File: src/rtl/simt_mask_pkg.sv
package simt_mask_pkg;
  typedef enum logic [1:0] {OP_NONE, OP_IF, OP_ELSE, OP_ENDIF} br_op_e;
endpackage

File: src/rtl/simt_mask_dec.sv
module simt_mask_dec
  import simt_mask_pkg::*;
(
  input  logic   if_i,
  input  logic   else_i,
  input  logic   endif_i,
  output br_op_e op_o
);
  // fixed priority: open, switch, close
  always_comb begin
    if (if_i)         op_o = OP_IF;
    else if (else_i)  op_o = OP_ELSE;
    else if (endif_i) op_o = OP_ENDIF;
    else              op_o = OP_NONE;
  end
endmodule

File: src/rtl/simt_mask_stack.sv
module simt_mask_stack #(
  parameter int LANES = 8,
  parameter int DEPTH = 4
) (
  input  logic                         clk_i,
  input  logic                         rst_ni,
  input  logic                         push_i,
  input  logic                         pop_i,
  input  logic [LANES-1:0]             push_par_i,
  input  logic [LANES-1:0]             push_alt_i,
  output logic [LANES-1:0]             top_par_o,
  output logic [LANES-1:0]             top_alt_o,
  output logic [$clog2(DEPTH+1)-1:0]   depth_o,
  output logic                         full_o,
  output logic                         empty_o
);
  localparam int DW = $clog2(DEPTH+1);
  localparam int AW = (DEPTH > 1) ? $clog2(DEPTH) : 1;

  logic [LANES-1:0] par_q [DEPTH];
  logic [LANES-1:0] alt_q [DEPTH];
  logic [DW-1:0]    sp_q;
  logic [AW-1:0]    wr_idx, top_idx;

  assign full_o  = (sp_q == DW'(DEPTH));
  assign empty_o = (sp_q == '0);
  assign depth_o = sp_q;
  assign wr_idx  = AW'(sp_q);
  assign top_idx = AW'(sp_q - 1'b1);
  assign top_par_o = empty_o ? '1 : par_q[top_idx];
  assign top_alt_o = empty_o ? '1 : alt_q[top_idx];

  always_ff @(posedge clk_i or negedge rst_ni) begin
    if (!rst_ni)                 sp_q <= '0;
    else if (push_i && !full_o)  sp_q <= sp_q + 1'b1;
    else if (pop_i && !empty_o)  sp_q <= sp_q - 1'b1;
  end

  for (genvar g = 0; g < DEPTH; g++) begin : g_lvl
    always_ff @(posedge clk_i or negedge rst_ni) begin
      if (!rst_ni) begin
        par_q[g] <= '0;
        alt_q[g] <= '0;
      end else if (push_i && !full_o && wr_idx == AW'(g)) begin
        par_q[g] <= push_par_i;
        alt_q[g] <= push_alt_i;
      end
    end
  end
endmodule

File: src/rtl/simt_div_mask_unit.sv
module simt_div_mask_unit
  import simt_mask_pkg::*;
#(
  parameter int LANES = 8,
  parameter int DEPTH = 4
) (
  input  logic                       clk_i,
  input  logic                       rst_ni,
  input  logic [LANES-1:0]           cond_i,
  input  logic                       br_if_i,
  input  logic                       br_else_i,
  input  logic                       br_endif_i,
  input  logic                       wr_req_i,
  output logic [LANES-1:0]           active_o,
  output logic [LANES-1:0]           rf_we_o,
  output logic                       skip_o,
  output logic [$clog2(DEPTH+1)-1:0] depth_o,
  output logic                       overflow_o
);
  br_op_e           op;
  logic [LANES-1:0] act_q, act_d, top_par, top_alt;
  logic             full, empty, do_push, do_pop, do_alt, ovf_q;

  simt_mask_dec u_dec (
    .if_i(br_if_i), .else_i(br_else_i), .endif_i(br_endif_i), .op_o(op)
  );

  assign do_push = (op == OP_IF) && !full;
  assign do_alt  = (op == OP_ELSE) && !empty;
  assign do_pop  = (op == OP_ENDIF) && !empty;

  simt_mask_stack #(.LANES(LANES), .DEPTH(DEPTH)) u_stk (
    .clk_i, .rst_ni,
    .push_i(do_push), .pop_i(do_pop),
    .push_par_i(act_q), .push_alt_i(act_q & ~cond_i),
    .top_par_o(top_par), .top_alt_o(top_alt),
    .depth_o, .full_o(full), .empty_o(empty)
  );

  always_comb begin
    act_d = act_q;
    if (do_push)     act_d = act_q & cond_i;
    else if (do_alt) act_d = top_alt;
    else if (do_pop) act_d = top_par;
  end

  always_ff @(posedge clk_i or negedge rst_ni) begin
    if (!rst_ni) begin
      act_q <= '1;
      ovf_q <= 1'b0;
    end else begin
      act_q <= act_d;
      if (op == OP_IF && full) ovf_q <= 1'b1;
    end
  end

  // write suppression per lane; ALU may still compute
  for (genvar l = 0; l < LANES; l++) begin : g_we
    assign rf_we_o[l] = wr_req_i & act_q[l];
  end

  assign active_o   = act_q;
  assign skip_o     = !empty && (act_q == '0);
  assign overflow_o = ovf_q;
endmodule

File: config.mk
export PLATFORM = sky130hd
export DESIGN_NAME = simt_div_mask_unit
export DESIGN_NICKNAME = d
export VERILOG_FILES = /design/src/rtl/simt_mask_pkg.sv /design/src/rtl/simt_mask_dec.sv /design/src/rtl/simt_mask_stack.sv /design/src/rtl/simt_div_mask_unit.sv
export SDC_FILE = /design/constraint.sdc
export NUM_CORES = 1
export LEC_CHECK = 0
export BUFFER_PORTS_ARGS = -buffer_cell sky130_fd_sc_hd__buf_2
export CAP_MARGIN = 20
export CORE_MARGIN = 4
export CORE_UTILIZATION = 53
export CTS_CLUSTER_SIZE = 10
export DETAILED_ROUTE_END_ITERATION = 16
export GPL_ROUTABILITY_DRIVEN = 0
export GPL_TIMING_DRIVEN = 1
export PLACE_DENSITY_LB_ADDON = 0.2
export SETUP_SLACK_MARGIN = 0.5
export SLEW_MARGIN = 20
export SYNTH_ARGS = -nofsm -noshare
export SYNTH_HDL_FRONTEND = slang
export SYNTH_SLANG_ARGS = --single-unit
File: constraint.sdc
create_clock -name clk_i -period 2.15 [get_ports clk_i]
set_input_delay 0.43 -clock clk_i [delete_from_list [all_inputs] [get_ports clk_i]]
set_output_delay 0.43 -clock clk_i [all_outputs]
set_load 0.01 [all_outputs]
-- Word-level counts from Yosys, hierarchy flattened
Index checks and enable logic that the tools add are counted.
- magnitude comparators: 1
- bitwise gates (word level): 12
- multiplexer cells: 16
- equal/unequal tests: 7
- reduce and logical (&&, ||, !) cells: 18
- add/subtract/negate cells: 2
- operators by type and width (operator ; number):
    two-way mux 8 bit ; 9
    binary-select mux 8 bit (select 2 bit) ; 2
    bitwise AND 8 bit ; 2
    logical AND 1 bit ; 11
    bitwise AND 1 bit ; 8
    equality test 2 bit (second input constant) ; 4
    zero test 8 bit ; 1
    NOT 8 bit ; 1
    two-way mux 2 bit ; 3
    two-way mux 3 bit ; 2
    equality test 2 x 1 -> 1 bit (second input constant) ; 2
    adder 3 x 1 -> 3 bit (second input constant) ; 1
    equality test 3 bit (second input constant) ; 1
    >= comparator 3 bit (second input constant) ; 1
    zero test 3 bit ; 1
    NOT 2 -> 3 bit ; 1
    nonzero test 3 bit ; 1
    subtractor 3 x 1 -> 3 bit (second input constant) ; 1
    zero test 1 bit ; 2
    zero test 2 bit ; 1
    nonzero test 2 bit ; 1
- word-level logic and storage cells: 67
- input port bits: 14
- register bits after elaboration: 76

-- Depth between registers and ports, before layout
- depth after elaboration: 9
- depth in mapped cells: 8
- mapped depth without buffers: 6

-- Cells and area by module
From an unflattened synthesis, not the netlist that was laid out.
- cell total of the unflattened synthesis: 268
- area total of the unflattened synthesis: 4023.9 sq um
- by module, submodules not included (module ; times used ; cells an instance ; seq. area each (sq um) ; area each (sq um)):
    simt_mask_stack ; 1 ; 200 ; 1676.6 ; 3362.0
    simt_div_mask_unit ; 1 ; 64 ; 235.2 ; 643.1
    simt_mask_dec ; 1 ; 4 ; 0.0 ; 18.8

-- Least setup slack after synthesis
No wires, ideal clock.
- path kind: register -> register
- start: register u_stk.sp_q[0], in the netlist u_stk.depth_o[0]
- end: register u_stk.sp_q[2], in the netlist u_stk.depth_o[2]
- cell stages (with the launch flop): 9
- path buffers: 2
- required time: 2.030 ns
- clock period less this slack: 2.303 ns
- path slack: -0.153 ns
- arrival time: 2.183 ns
- setup time: 0.120 ns
- cells stage by stage: dfrtp_1 -> buf_2 -> inv_1 -> ha_1 -> ha_1 -> nor4b_2 -> buf_2 -> nand4_1 -> o211a_1
- word-level cells in the longest chain between the ends: 5
- elaborated cells on any way between the ends: 13
- classes of those cells: add/sub (2); eq/ne (1); mux (2); reduce/logical (8)
- RTL lines (what ; line ; text):
    start, declared ; simt_mask_stack.sv:22 ; logic [DW-1:0] sp_q;
    start signal, assigned ; simt_mask_stack.sv:35 ; else if (push_i && !full_o) sp_q <= sp_q + 1'b1;
    start signal, assigned ; simt_mask_stack.sv:36 ; else if (pop_i && !empty_o) sp_q <= sp_q - 1'b1;
    parallel branches: the longest is 5 deep, another holds subtractor 3 x 1 -> 3 bit ; -- ;
Several ways; the timed one is not identified. The select of a mux whose other input is x is not followed.
A chain may end at the register's enable or synchronous reset.

-- Worst setup path in the final report
- start: register u_stk.sp_q[0], in the netlist u_stk.depth_o[0]
- end: output port skip_o
- word-level cells in the longest chain between the ends: 3
- RTL lines (what ; line ; text):
    zero test 3 bit ; simt_mask_stack.sv:26 ; assign empty_o = (sp_q == '0);
    zero test 1 bit ; simt_div_mask_unit.sv:63 ; assign skip_o = !empty && (act_q == '0);
    logical AND 1 bit ; simt_div_mask_unit.sv:63 ;
    end, declared ; simt_div_mask_unit.sv:16 ; output logic skip_o,
No other way between the ends.

==> results.toml <==
[synthesis]
async_flop_share = 1.000
syn_inst = 262
yosysMostFrequentCell = "dfrtp_1"
synth.distinct_cells = 36
syn_avg_cell_area_um2 = 14.71
synth_commonest_cells = "68 x dfrtp_1, 40 x mux2_2, 40 x mux2_4"
synth_area_um2 = 3855
synth_top_area_cell = "dfrtp_1"
synthesis.nets = 282
synth_top_area_share = 0.4414
ys_ff_latch = 76
ys.flop_type = "dfrtp_1"
ys_seq_area_frac = 0.4959
synth_edf_count = 0
ys_warn_count = 0
synthTopCellsByArea = "dfrtp_1 44%, mux2_4 16%, mux2_2 12%"

[floorplanning]
dieWidth_um = 93.29
start_util = 0.5551
boundaryPins = 35
fp-row-count = 30
dieArea_um2 = 8702
chipHeight_um = 93.29
core-area_um2 = 6944

[cts]
cts_tree = "yes"
numCtsBuffers = 9
clockBufferDepth = 2
cts_sinks = 76
holdBufCountCts = 0
insertion_delay_ns = 0.36
clock-root-buffer = "clkbuf_8"
clkTransAtPathRegs_ns = 0.08
h-tree-depth = 3

[pwr]
combPwrFrac = 0.458
seqPwrFrac = 0.327
total_leakage_power_nw = 2.548
power_density_nw_per_um2 = 902.9
peakVddDrop_uv = 1055
power_mw = 4.589
clock_power_share = 0.215
netSwitchingPower_mw = 1.703
swShare = 0.3712
p_int_mw = 2.885

[critical_path]
slowest_stage = "dfrtp_2"
slowest_delay_ns = 0.43
crit_buf_inv = 2
crit_arrival_ns = 1.62
start_kind = "flop"
crit_family = "flip-flops"
worst_setup_path_end_kind = "output pin"
path_cells = "inv_8, ha_4, ha_4, nor4_4, buf_2"
crit_top_cell = "ha_4"
critical_path_class = "flop to output pin"
crit_required_ns = 1.72
cp_max_fo = 4

[final_layout]
fin_cells = 446
register_area_um2 = 1913
n_antenna_cell = 0
layout-drive-gt1-share = 0.6886
nFillCells = 425
multi_input_area_um2 = 2155
fin_nets = 365
syn2layout_area_growth_pct = 31.84

[global_routing]
grt_pass1_wl_um = 15390
antenna_found_initial = 0
first_global_vias = 2645
grt_start_max_net_pins = 38
grt_usage = 0.2403
gr-total-overflow = 0

[sta]
min_period_over_period = 0.9545
worst_pin_slew_ns = 0.4713
finalSetupViolations = 0
skew_ns = 0.008417
relSlewSlack = 0.6858
rsz0062_at_grt = "yes"
finalCriticalPeriod_ns = 2.052
max_freq_ghz = 0.4873
slew_viol_final = 0
finalHoldViolCount = 0
fin_tns_setup_ns = 0

[flow_run]
drv_cap = 0

[routing]
wl_um = 10230
first_pass_iters = 4
avgRoutedWirePerCell_um = 22.93
vias = 2621
drc = 0
first_iter_violations = 147
via_per_inst = 5.877
drtAntennaViolNets = 0

[run_status]
status = "finished clean"

[place]
hpwl_um = 5460
portBuffers = 34
dp_cells = 388

[worst_hold_path]
hp-class = "input port to async pin"
worst register-to-register path, delay by kind of cell, from the launching register on:
| family | cells | cell delay, ns |
|---|---|---|
| compound gates | 1 | 0.09 |
| simple gates | 2 | 0.34 |
| fa+ha+maj | 2 | 0.36 |
| flops | 1 | 0.43 |
| buf+inv | 3 | 0.46 |
power groups by stage:
| stage | logic (mW) | registers [mW] | clock network [mW] |
|---|---|---|---|
| finish | 2.10 | 1.50 | 0.986 |
| global route | 2.18 | 1.50 | 1.07 |
| CTS | 1.72 | 1.50 | 0.999 |
| detailed placement | 1.42 | 1.53 | 0 |
| global placement | 1.40 | 1.52 | 0 |
| floorplan | 1.19 | 1.54 | 0 |
layer usage:
metal | GRT usage | routed length [um]
met5 | 0 | 0
met3 | 0.04907 | 697
met1 | 0.3270 | 4287
met2 | 0.3877 | 5087
met4 | 0.07448 | 156
cell type report:
cell class,count,area share
multi-input combinational,171,0.4239
tap,96,0.02363
clock inverter,4,0.005170
timing repair buffer,84,0.1386
inverter,3,0.003693
clock buffer,12,0.02856
sequential,76,0.3764
repair_timing:
action,in CTS,in global routing
gates cloned,1,2
gates resized for setup,16,42
endpoints found under the setup margin,85,24
pin swaps,8,19
buffers inserted,25,14
cell families (layout without fill, tap and decap cells):
kind of cell / Yosys count / in the layout / synth area share
muxes: 89 / 89 / 0.3220
DFF: 76 / 76 / 0.4959
and+or+nand+nor: 49 / 51 / 0.07985
AOI/OAI and AO/OA: 24 / 24 / 0.05258
buffers and inverters: 17 / 103 / 0.02791
adders and majority gates: 6 / 6 / 0.01947
xor gates and xnor gates: 1 / 1 / 0.002272
path summary, 6_finish.rpt:
path                            depth (start not counted)  slack (ns)              from         endpoint
worst max-delay path                                    5         0.1  u_stk.depth_o[0]           skip_o
worst min-delay path                                    1        0.01            rst_ni  u_stk.alt_q[23]
worst max register to register                          8        0.40  u_stk.depth_o[0]      active_o[1]
worst min register to register                          1        0.50   u_stk.par_q[17]  u_stk.par_q[17]
max in group asynchronous                               2        1.48            rst_ni      active_o[4]
min in group clk_i                                      3        0.38         cond_i[0]      active_o[0]
sequential cells by signal, summed over array words and instances (netlist names):
name,count
u_stk.alt_q,32
u_stk.par_q,32
active_o,8
u_stk.depth_o,3
overflow_o,1
cells in the final DEF (no fill, tap or decap), types with 10 or more instances in the layout:
cell and instances:
buf_2 24, buf_4 36, buf_6 19, clkbuf_8 10, dfrtp_1 67, mux2_2 24
mux2_4 56
per-stage QoR:
step / worst slack, ns / utilization / hold WS, ns / area [um2]
floorplan: 0.3178 / - / 0.1344 / 4044
global placement: 0.2837 / 0.6139 / 0.4190 / 4263
detailed placement: 0.2098 / 0.6139 / 0.4200 / 4263
CTS: 0.1534 / 0.6831 / 0.03551 / 4743
global route: 0.06417 / 0.7319 / 0.04219 / 5082
finish: 0.09791 / 0.7319 / 0.01197 / 5082
Note: power is estimated with default switching activity, not from simulation.
